**src/rtl/walk_pkg.sv**
```systemverilog
package walk_pkg;

  localparam int VA_W    = 32;
  localparam int PTE_W   = 32;
  localparam int PA_W    = 36;
  localparam int FC_W    = 10;
  localparam int REF_BIT = 5;
  localparam int MOD_BIT = 6;

  typedef enum logic [1:0] {
    ET_INVALID  = 2'd0,
    ET_POINTER  = 2'd1,
    ET_LEAF     = 2'd2,
    ET_RESERVED = 2'd3
  } etype_t;

  typedef enum logic [1:0] {
    ST_IDLE,
    ST_FETCH,
    ST_UPDATE,
    ST_RESP
  } wstate_t;

  localparam logic [2:0] FT_INVALID = 3'd1;
  localparam logic [2:0] FT_BADTYPE = 3'd4;

  function automatic logic [FC_W-1:0] make_fault(input logic [1:0] lvl, input logic [2:0] ft);
    return {lvl, 3'b000, ft, 2'b00};
  endfunction

  // Table base from the pointer field (entry bits 31:2), scaled by 64.
  function automatic logic [PA_W-1:0] table_base(input logic [29:0] ptr_hi);
    return {ptr_hi, 6'b000000};
  endfunction

  // Byte offset inside the table read at level lvl_n (1..3).
  function automatic logic [PA_W-1:0] index_off(input logic [VA_W-1:0] va, input logic [1:0] lvl_n);
    case (lvl_n)
      2'd1:    return {26'b0, va[31:24], 2'b00};
      2'd2:    return {28'b0, va[23:18], 2'b00};
      default: return {28'b0, va[17:12], 2'b00};
    endcase
  endfunction

  // Offset inside the region mapped by a leaf at level lvl.
  function automatic logic [PA_W-1:0] leaf_offset(input logic [VA_W-1:0] va, input logic [1:0] lvl);
    case (lvl)
      2'd1:    return {12'b0, va[23:0]};
      2'd2:    return {18'b0, va[17:0]};
      default: return {24'b0, va[11:0]};
    endcase
  endfunction

endpackage

```
**src/rtl/walk_decode.sv**
```systemverilog
module walk_decode
  import walk_pkg::*;
(
  input  logic [1:0] lvl,
  input  logic [1:0] etype,
  output logic       go_next,
  output logic       go_leaf,
  output logic       go_fault,
  output logic [2:0] ftype
);

  always_comb begin
    go_next  = 1'b0;
    go_leaf  = 1'b0;
    go_fault = 1'b0;
    ftype    = 3'd0;
    case (etype_t'(etype))
      ET_INVALID: begin
        go_fault = 1'b1;
        ftype    = FT_INVALID;
      end
      ET_POINTER: begin
        if (lvl == 2'd3) begin
          go_fault = 1'b1;
          ftype    = FT_BADTYPE;
        end else begin
          go_next = 1'b1;
        end
      end
      ET_LEAF: begin
        if (lvl == 2'd0) begin
          go_fault = 1'b1;
          ftype    = FT_BADTYPE;
        end else begin
          go_leaf = 1'b1;
        end
      end
      default: begin
        go_fault = 1'b1;
        ftype    = FT_BADTYPE;
      end
    endcase
  end

endmodule

```
**src/rtl/walk_addr.sv**
```systemverilog
module walk_addr
  import walk_pkg::*;
#(
  parameter int CTX_W = 8
) (
  input  logic [31:0]      ctx_root,
  input  logic [CTX_W-1:0] ctx_num,
  input  logic [VA_W-1:0]  va,
  input  logic [29:0]      ptr_field,
  input  logic [23:0]      page_field,
  input  logic [1:0]       lvl,
  output logic [PA_W-1:0]  root_addr,
  output logic [PA_W-1:0]  next_addr,
  output logic [PA_W-1:0]  leaf_pa
);

  localparam int CTX_PAD = PA_W - CTX_W - 2;

  logic [PA_W-1:0] root_base;
  logic [PA_W-1:0] ctx_off;

  assign root_base = {ctx_root, 4'b0000};
  assign ctx_off   = {{CTX_PAD{1'b0}}, ctx_num, 2'b00};
  assign root_addr = root_base + ctx_off;

  assign next_addr = table_base(ptr_field) + index_off(va, lvl + 2'd1);
  assign leaf_pa   = {page_field, 12'b0} + leaf_offset(va, lvl);

endmodule

```
**src/rtl/walk_mark.sv**
```systemverilog
module walk_mark
  import walk_pkg::*;
(
  input  logic [PTE_W-1:0] entry,
  input  logic             is_write,
  output logic [PTE_W-1:0] marked,
  output logic             need_wb
);

  logic set_ref;
  logic set_mod;

  assign set_ref = ~entry[REF_BIT];
  assign set_mod = is_write & ~entry[MOD_BIT];
  assign need_wb = set_ref | set_mod;

  always_comb begin
    marked          = entry;
    marked[REF_BIT] = 1'b1;
    if (is_write) marked[MOD_BIT] = 1'b1;
  end

endmodule

```
**src/rtl/va_walker.sv**
```systemverilog
module va_walker
  import walk_pkg::*;
#(
  parameter int CTX_W  = 8,
  parameter int RD_MAX = 4
) (
  input  logic             clk,
  input  logic             rst_n,
  input  logic             mmu_en,
  input  logic [31:0]      ctx_root,
  input  logic [CTX_W-1:0] ctx_num,
  input  logic             req_valid,
  output logic             req_ready,
  input  logic [31:0]      req_va,
  input  logic             req_write,
  output logic             rsp_valid,
  input  logic             rsp_ready,
  output logic             rsp_fault,
  output logic [9:0]       rsp_fault_code,
  output logic [35:0]      rsp_pa,
  output logic [31:0]      rsp_entry,
  output logic [1:0]       rsp_level,
  output logic [2:0]       rsp_perm,
  output logic             rsp_modified,
  output logic             mem_req,
  output logic             mem_we,
  output logic [35:0]      mem_addr,
  output logic [31:0]      mem_wdata,
  input  logic             mem_ready,
  input  logic [31:0]      mem_rdata
);

  wstate_t           state;
  logic [1:0]        lvl;
  logic [PA_W-1:0]   cur_addr;
  logic [VA_W-1:0]   va_q;
  logic              wr_q;
  logic [PTE_W-1:0]  res_entry;
  logic [PA_W-1:0]   res_pa;
  logic [1:0]        res_level;
  logic              res_fault;
  logic [FC_W-1:0]   res_code;

  // Named events for the assertions
  logic accept_fire, rd_fire, wr_fire, rsp_fire;

  logic go_next, go_leaf, go_fault;
  logic [2:0] ftype;
  logic [PA_W-1:0] root_addr, next_addr, leaf_pa;
  logic [PTE_W-1:0] marked;
  logic need_wb;

  assign req_ready   = (state == ST_IDLE);
  assign rsp_valid   = (state == ST_RESP);
  assign mem_req     = (state == ST_FETCH) || (state == ST_UPDATE);
  assign mem_we      = (state == ST_UPDATE);
  assign mem_addr    = cur_addr;
  assign mem_wdata   = res_entry;

  assign accept_fire = req_valid & req_ready;
  assign rd_fire     = (state == ST_FETCH) & mem_ready;
  assign wr_fire     = (state == ST_UPDATE) & mem_ready;
  assign rsp_fire    = rsp_valid & rsp_ready;

  assign rsp_fault      = res_fault;
  assign rsp_fault_code = res_code;
  assign rsp_pa         = res_pa;
  assign rsp_entry      = res_entry;
  assign rsp_level      = res_level;
  assign rsp_perm       = res_entry[4:2];
  assign rsp_modified   = res_entry[MOD_BIT];

  walk_decode u_decode (
    .lvl      (lvl),
    .etype    (mem_rdata[1:0]),
    .go_next  (go_next),
    .go_leaf  (go_leaf),
    .go_fault (go_fault),
    .ftype    (ftype)
  );

  walk_addr #(.CTX_W(CTX_W)) u_addr (
    .ctx_root   (ctx_root),
    .ctx_num    (ctx_num),
    .va         (va_q),
    .ptr_field  (mem_rdata[31:2]),
    .page_field (mem_rdata[31:8]),
    .lvl        (lvl),
    .root_addr  (root_addr),
    .next_addr  (next_addr),
    .leaf_pa    (leaf_pa)
  );

  walk_mark u_mark (
    .entry    (mem_rdata),
    .is_write (wr_q),
    .marked   (marked),
    .need_wb  (need_wb)
  );

  always_ff @(posedge clk) begin
    if (!rst_n) begin
      state     <= ST_IDLE;
      lvl       <= 2'd0;
      cur_addr  <= '0;
      va_q      <= '0;
      wr_q      <= 1'b0;
      res_entry <= '0;
      res_pa    <= '0;
      res_level <= 2'd0;
      res_fault <= 1'b0;
      res_code  <= '0;
    end else begin
      case (state)
        ST_IDLE: begin
          if (accept_fire) begin
            va_q      <= req_va;
            wr_q      <= req_write;
            lvl       <= 2'd0;
            res_entry <= '0;
            res_level <= 2'd0;
            res_fault <= 1'b0;
            res_code  <= '0;
            if (mmu_en) begin
              cur_addr <= root_addr;
              res_pa   <= '0;
              state    <= ST_FETCH;
            end else begin
              res_pa   <= {{(PA_W-VA_W){1'b0}}, req_va};
              state    <= ST_RESP;
            end
          end
        end
        ST_FETCH: begin
          if (mem_ready) begin
            if (go_next) begin
              cur_addr <= next_addr;
              lvl      <= lvl + 2'd1;
            end else if (go_leaf) begin
              res_entry <= marked;
              res_level <= lvl;
              res_pa    <= leaf_pa;
              state     <= need_wb ? ST_UPDATE : ST_RESP;
            end else begin
              res_entry <= mem_rdata;
              res_level <= lvl;
              res_fault <= 1'b1;
              res_code  <= make_fault(lvl, ftype);
              state     <= ST_RESP;
            end
          end
        end
        ST_UPDATE: begin
          if (mem_ready) state <= ST_RESP;
        end
        default: begin
          if (rsp_ready) state <= ST_IDLE;
        end
      endcase
    end
  end

  // Checker state kept apart from the datapath
  logic [2:0]      rd_cnt;
  logic [1:0]      wr_cnt;
  logic            bypass_q;
  logic [PA_W-1:0] last_rd_addr;

  always_ff @(posedge clk) begin
    if (!rst_n) begin
      rd_cnt       <= '0;
      wr_cnt       <= '0;
      bypass_q     <= 1'b0;
      last_rd_addr <= '0;
    end else begin
      if (accept_fire) begin
        rd_cnt   <= '0;
        wr_cnt   <= '0;
        bypass_q <= ~mmu_en;
      end else begin
        if (rd_fire && rd_cnt != 3'd7) rd_cnt <= rd_cnt + 3'd1;
        if (wr_fire && wr_cnt != 2'd3) wr_cnt <= wr_cnt + 2'd1;
        if (rsp_fire) bypass_q <= 1'b0;
      end
      if (rd_fire) last_rd_addr <= mem_addr;
    end
  end

  assert_bypass_quiet_R1: assert property (@(posedge clk) disable iff (!rst_n)
    bypass_q |-> !mem_req);

  assert_decode_onehot_R3: assert property (@(posedge clk) disable iff (!rst_n)
    rd_fire |-> $onehot({go_next, go_leaf, go_fault}));

  assert_fault_shape_R5: assert property (@(posedge clk) disable iff (!rst_n)
    (rsp_valid && rsp_fault) |-> (rsp_fault_code[1:0] == 2'b00 && rsp_fault_code[7:5] == 3'b000 &&
      (rsp_fault_code[4:2] == FT_INVALID || rsp_fault_code[4:2] == FT_BADTYPE)));

  assert_wb_target_R7: assert property (@(posedge clk) disable iff (!rst_n)
    wr_fire |-> (mem_addr == last_rd_addr && mem_wdata[REF_BIT]));

  assert_budget_R8: assert property (@(posedge clk) disable iff (!rst_n)
    (rd_cnt <= 3'(RD_MAX)) && (wr_cnt <= 2'd1));

  assert_rsp_hold_R8: assert property (@(posedge clk) disable iff (!rst_n)
    (rsp_valid && !rsp_ready) |=> (rsp_valid && $stable(rsp_pa) && $stable(rsp_entry) &&
      $stable(rsp_fault_code) && $stable(rsp_level)));

  assert_mem_hold_R10: assert property (@(posedge clk) disable iff (!rst_n)
    (mem_req && !mem_ready) |=> (mem_req && $stable(mem_addr) && $stable(mem_we) && $stable(mem_wdata)));

endmodule

```
**config.mk**
```make
export PLATFORM = sky130hd
export DESIGN_NAME = va_walker
export DESIGN_NICKNAME = d
export VERILOG_FILES = /design/src/rtl/walk_pkg.sv /design/src/rtl/walk_decode.sv /design/src/rtl/walk_addr.sv /design/src/rtl/walk_mark.sv /design/src/rtl/va_walker.sv
export SDC_FILE = /design/constraint.sdc
export NUM_CORES = 1
export LEC_CHECK = 0
export BUFFER_PORTS_ARGS = -buffer_cell sky130_fd_sc_hd__buf_2
export CORE_MARGIN = 10
export CORE_UTILIZATION = 52
export DETAILED_ROUTE_END_ITERATION = 6
export GPL_ROUTABILITY_DRIVEN = 0
export PLACE_DENSITY = 0.81
export SYNTH_ARGS = -nofsm -noshare
export SYNTH_HDL_FRONTEND = slang
export SYNTH_SLANG_ARGS = --single-unit
```
**constraint.sdc**
```tcl
create_clock -name clk -period 4.2 [get_ports clk]
set_input_delay 0.63 -clock clk [delete_from_list [all_inputs] [get_ports clk]]
set_output_delay 0.63 -clock clk [all_outputs]
set_load 0.005 [all_outputs]
```
; ---- Yosys cells after proc, flatten, opt, wreduce, memory -nomap -nowiden
; Cells that the tools add are included.
[op_classes]
n_eq_ne = 18
n_bitwise = 5
n_addsub = 4
n_reduce_logical = 13
mux = 52
[ops]
columns = cell, n
row1 = two-way mux 36 bit, 8
row2 = one-hot mux 36 bit (2 select lines), 2
row3 = two-way mux 32 bit, 4
row4 = adder 36 x 10 -> 36 bit, 2
row5 = one-hot mux 32 bit (2 select lines), 1
row6 = one-hot mux 24 bit (2 select lines), 1
row7 = two-way mux 10 bit, 4
row8 = one-hot mux 10 bit (2 select lines), 2
row9 = adder 36 x 24 -> 36 bit, 1
row10 = two-way mux 2 bit, 11
row11 = AND reduction 5 bit, 4
row12 = == test 2 bit (second input constant), 6
row13 = inequality test 2 bit (second input constant), 6
row14 = two-way mux 1 bit, 11
row15 = one-hot mux 3 bit (3 select lines), 1
row16 = == test 2 x 1 -> 1 bit (second input constant), 4
row17 = one-hot mux 2 bit (2 select lines), 2
row18 = AND reduction 4 bit, 2
row19 = two-way mux 7 bit, 1
row20 = zero test 2 bit, 3
row21 = two-way mux 3 bit, 2
row22 = one-hot mux 2 bit (3 select lines), 1
row23 = inequality test 2 x 1 -> 1 bit (second input constant), 2
row24 = nonzero test 4 bit, 1
row25 = other kinds (8), 10
[totals]
output_inout_bits = 157
reg_bits = 154
elab_cells = 102
input_bits = 111

; ---- Longest topological paths before layout
[depth]
word_depth = 8
mapped_depth = 14
mapped_depth_nobuf = 13

; ---- Hierarchy
; From an unflattened synthesis, not the netlist that was laid out.
[unflattened]
hier_cells = 1208
area_unflattened_um2 = 9989.6
[by_module_without_submodules]
columns = mod, n_inst, seq_area_each_um2, area_per_inst_um2, cells_each
row1 = va_walker, 1, 2982.9, 7159.4, 816
row2 = walk_addr, 1, 0.0, 2459.9, 343
row3 = walk_mark, 1, 0.0, 251.5, 35
row4 = walk_decode, 1, 0.0, 118.9, 14

; ---- Worst setup path after synthesis
; No wires, ideal clock.
[synth_timing]
path_kind = reg-to-reg
from = reg lvl[0]
to = reg cur_addr[12], in the netlist mem_addr[12]
path_slack_ps = 962
arrival_time_ps = 3123
required_time_ps = 4085
stages_incl_launch_ff = 15
setup_ps = 115
synth_period_minus_slack_ps = 3238
path_cell_list = dfxtp_1 inv_1 ha_1 clkbuf_1 nor2_1 a221o_1 ha_1 fa_1 a21o_1 a21oi_1 clkbuf_1 nor2_1 xor2_1 a22o_1 o21a_1
[synth_via]
elab_chain_len = 7
word_cells_on_any_way = 13
classes_between = add/sub: 2 / eq/ne: 4 / mux: 6 / reduce/logical: 1
[synth_rtl]
columns = item, line
row1 = from (decl), va_walker.sv:34  ; logic [1:0] lvl;
row2 = from (signal assigned), va_walker.sv:138  ; lvl <= lvl + 2'd1;
row3 = adder 2 x 1 -> 2 bit, walk_addr.sv:26  ; assign next_addr = table_base(ptr_field) + index_off(va, lvl + 2'd1);
row4 = == test 2 bit / == test 2 x 1 -> 1 bit (equally long branches), walk_pkg.sv:38  ; case (lvl_n)
row5 = one-hot mux 10 bit (2 select lines), walk_pkg.sv:38
row6 = adder 36 x 10 -> 36 bit, walk_addr.sv:26
row7 = two-way mux 36 bit, va_walker.sv:136  ; if (go_next) begin
row8 = two-way mux 36 bit, va_walker.sv:135  ; if (mem_ready) begin
row9 = one-hot mux 36 bit (2 select lines), va_walker.sv:114  ; case (state)
row10 = to (signal assigned), va_walker.sv:125  ; cur_addr <= root_addr;
row11 = to (signal assigned), va_walker.sv:137  ; cur_addr <= next_addr;
row12 = to (decl), va_walker.sv:35  ; logic [PA_W-1:0] cur_addr;
; Parallel ways exist; a longest one is shown, timed or not. The select of a mux whose other input is x is not followed.
; A chain may end at the register's enable or synchronous reset.

; ---- Worst setup path in the final report
[layout_timing]
from = reg lvl[1]
to = reg res_pa[35], in the netlist rsp_pa[35]
[layout_via]
elab_chain_len = 7
word_cells_on_any_way = 17
classes_between = add/sub: 1 / eq/ne: 5 / mux: 9 / reduce/logical: 2
[layout_rtl]
columns = item, line
row1 = == test 2 bit / == test 2 x 1 -> 1 bit (equally long branches), walk_pkg.sv:47  ; case (lvl)
row2 = one-hot mux 24 bit (2 select lines), walk_pkg.sv:47
row3 = adder 36 x 24 -> 36 bit, walk_addr.sv:27  ; assign leaf_pa = {page_field, 12'b0} + leaf_offset(va, lvl);
row4 = two-way mux 36 bit, va_walker.sv:139  ; end else if (go_leaf) begin
row5 = two-way mux 36 bit, va_walker.sv:136
row6 = two-way mux 36 bit, va_walker.sv:135
row7 = one-hot mux 36 bit (2 select lines), va_walker.sv:114
row8 = to (signal assigned), va_walker.sv:129  ; res_pa <= {{(PA_W-VA_W){1'b0}}, req_va};
row9 = to (signal assigned), va_walker.sv:142  ; res_pa <= leaf_pa;
row10 = to (decl), va_walker.sv:39  ; logic [PA_W-1:0] res_pa;
; Parallel ways exist; a longest one is shown, timed or not. The select of a mux whose other input is x is not followed.

==> impl_metrics.py <==
metrics = {
    "timing": {
        "finalCritPeriodShare_pct": 83.9,
        "rsz0062_at_grt": "no",
        "min_period_ns": 3.52,
        "slew_violations": 0,
        "skew_ns": 0.00709,
        "worstMarginPinSlew_ns": 1.03,
        "worst_slack_ns": 0.676,
        "finalHoldViolCount": 0,
        "worst_hold_slack_ns": 0.453,
        "clock.fmax_mhz": 284,
        "setup-tns-final_ns": 0,
        "slew_headroom_pct": 30.9,
        "setup-violations-final": 0,
    },
    "synthesis": {
        "dominantRegCellSynth": "dfxtp_1",
        "async_reset_ff_share_pct": 0,
        "ys_types": 74,
        "yosysWarningCount": 0,
        "ys_ff_latch": 146,
        "synth_cells": 1092,
        "yosysSeqAreaShare_pct": 33.4,
        "synth_edf_count": 0,
        "synth.cell_area_mm2": 0.00874,
        "avgSynthCellArea_um2": 8.01,
    },
    "route": {
        "ant_nets": 0,
        "drt_first_iter_violations": 996,
        "vias": 9216,
        "routed_wirelength_mm": 30.9,
        "firstDrtPassIters": 5,
        "wl_per_cell_um": 20.4,
        "drc_errors": 0,
        "viasPerCell": 6.10,
    },
    "layout": {
        "drive_above_1_share_pct": 25.3,
        "stdcell_count": 1511,
        "area_growth_pct": 19.2,
        "final_nets": 1423,
        "postLayoutCoreUtil_pct": 63.1,
        "final_cell_area_mm2": 0.0104,
    },
    "critical_path": {
        "critPathTopFamily": "compound AO/OA/AOI/OAI gates",
        "critPathMaxStageDelay_ns": 0.48,
        "cp_max_fo": 8,
        "crit_type": "register to register",
        "path_buf_inv": 1,
        "cp.required_ns": 4.51,
        "cp-start-kind": "register",
        "cp.arrival_ns": 3.83,
        "cp_slowest_cell": "a21oi_1",
        "path_cells": "inv_1 -> ha_1 -> o21a_1 -> and2_1 -> ha_1 -> and3_1 -> a22o_1 -> o211a_1 -> a21oi_1 -> nor4_1 -> or3_1",
        "end_kind": "register",
        "crit_top_cell": "ha_1",
    },
    "pwr": {
        "ir_drop_mv": 0.322,
        "totalPowerFinal_mw": 5.21,
        "power.leakage_nw": 4.65,
        "p_per_area_mw_per_mm2": 500,
    },
    "clock_network": {
        "cts_buffer_depth": 2,
        "cts.htree.levels": 4,
        "cts_hold_buf": 0,
        "clk_transition_reported_paths_ns": 0.06,
        "post_cts_buffers": 0,
        "post_cts_resized": 0,
        "cts_made_buffers": 17,
        "cts_sinks": 146,
        "clock_latency_ns": 0.43,
        "cts_tree": "yes",
        "cts-root-buf": "clkbuf_16",
    },
    "global_route": {
        "track_usage_pct": 26.1,
        "grt_pass1_vias": 8445,
        "grt_pass1_wl_mm": 47.0,
        "overflow": 0,
        "grt_max_degree": 57,
        "antenna_found_initial": 2,
    },
    "die": {
        "io_pins": 268,
        "die_w_um": 150,
        "start_util_pct": 52.9,
        "dieArea_mm2": 0.0224,
        "die_y_um": 150,
        "rows": 47,
        "core_mm2": 0.0165,
    },
    "placed_design": {
        "placed_area_mm2": 0.00987,
        "dp.cells": 1479,
        "hpwl_mm": 23.3,
        "place_ws_ns": 0.770,
        "portBuffers": 259,
    },
    "worst_hold_path": {
        "worstHoldPathType": "register to register",
    },
    "run_status": {
        "outcome": "finished, final reports clean",
    },
    "job": {
        "cap_violations": 0,
    },
}
==> cell usage in the layout, fill, tap and decap left out, drive strengths merged, types with 4 or more instances in the layout <==
master   Yosys  layout
a22oi       37      37
nand2b       5       5
nand4       14      14
and2        19      19
a21oi       91      91
and3        24      24
dfxtp      146     146
or4          4       4
or2          4       4
nor4        13      13
xnor2       20      20
a21o        13      13
nor3b        6       6
mux2i       14      14
a32oi        7       7
o31ai        4       4
a221oi       5       5
conb         1       8
o21ai       51      51
buf         60     277
o21a         7       7
a31oi        5       5
clkbuf      57      25
ha          31      31
nor2        85      85
or3         14      14
and4         6       6
nor3        14      14
a211oi      29      29
nor2b        5       5
nand3       45      45
clkinv       0       4
o211ai      13      13
inv         20      19
nand2      129     129
nor4b        4       4
xor2        37      37
a2111oi      7       7
a22o         5       5
a221o        4       4
==> synthesized netlist by cell type (29+ instances only) <==
library cell  number  area [um2]
dfxtp_1          146        2920
nand2_1          129         484
a21oi_1           90         450
nor2_1            85         319
clkbuf_1          57         214
nand3_1           45         225
o21ai_0           45         225
buf_4             44         330
a22oi_1           37         278
xor2_1            37         324
ha_1              31         388
a211oi_1          29         218
==> worst reg2reg max path, delay by kind of cell, from the launching register on <==
kind            cells  cell delay, ns
flops               1            0.43
fa+ha+maj           2            0.65
buf+inv             1            0.12
compound gates      4            1.34
simple gates        4            0.88
==> where the power goes <==
group	switching [mW]	internal, mW
combinational	1.16	0.704
sequential	0.195	1.71
clock	0.570	0.868
==> final cells by class <==
class	instances	area [um2]
Fill cell	1474	6100
Inverter	20	76.3
Sequential cell	146	2920
Clock inverter	5	52.6
Tap cell	220	275
Clock buffer	25	495
Antenna cell	2	5.00
Timing Repair Buffer	277	1430
Multi-Input combinational cell	816	5160
==> worst paths after layout <==
path,from,end,slack [ns],cells after the start
worst min-delay path,va_q[30],va_q[30],0.45,2
worst max-delay path,lvl[1],rsp_pa[35],0.68,11
worst max register to register,lvl[1],rsp_pa[35],0.68,11
worst min register to register,va_q[30],va_q[30],0.45,2
==> state kept, by name, summed over array words and instances, names as in the netlist <==
signal,count
lvl,2
mem_addr,34
mem_wdata,32
rsp_fault,1
rsp_fault_code,4
rsp_level,2
rsp_pa,36
state,2
va_q,32
wr_q,1
==> routing by layer <==
layer / vias up / wire length [um] / GRT usage, %
li1: 4282 / - / -
met1: 4363 / 12700 / 33.9
met2: 514 / 14200 / 41.3
met3: 57 / 3300 / 7.46
met4: 0 / 702 / 7.82
met5: - / 0 / 0
==> kinds of logic (layout without fill, tap and decap cells) <==
| kind of cell | Yosys count | after routing | share of synthesized area (%) |
|---|---|---|---|
| AO/OA/AOI/OAI | 306 | 306 | 23.9 |
| XOR/XNOR | 57 | 57 | 5.71 |
| adder cells (fa/ha/maj) | 34 | 34 | 5.12 |
| buffers and inverters | 137 | 327 | 7.97 |
| flip-flops | 146 | 146 | 33.4 |
| multiplexers | 15 | 15 | 1.73 |
| other | 1 | 10 | 0.0429 |
| AND/OR/NAND/NOR | 396 | 396 | 22.1 |
No activity file was read; power rests on OpenSTA's default activity.
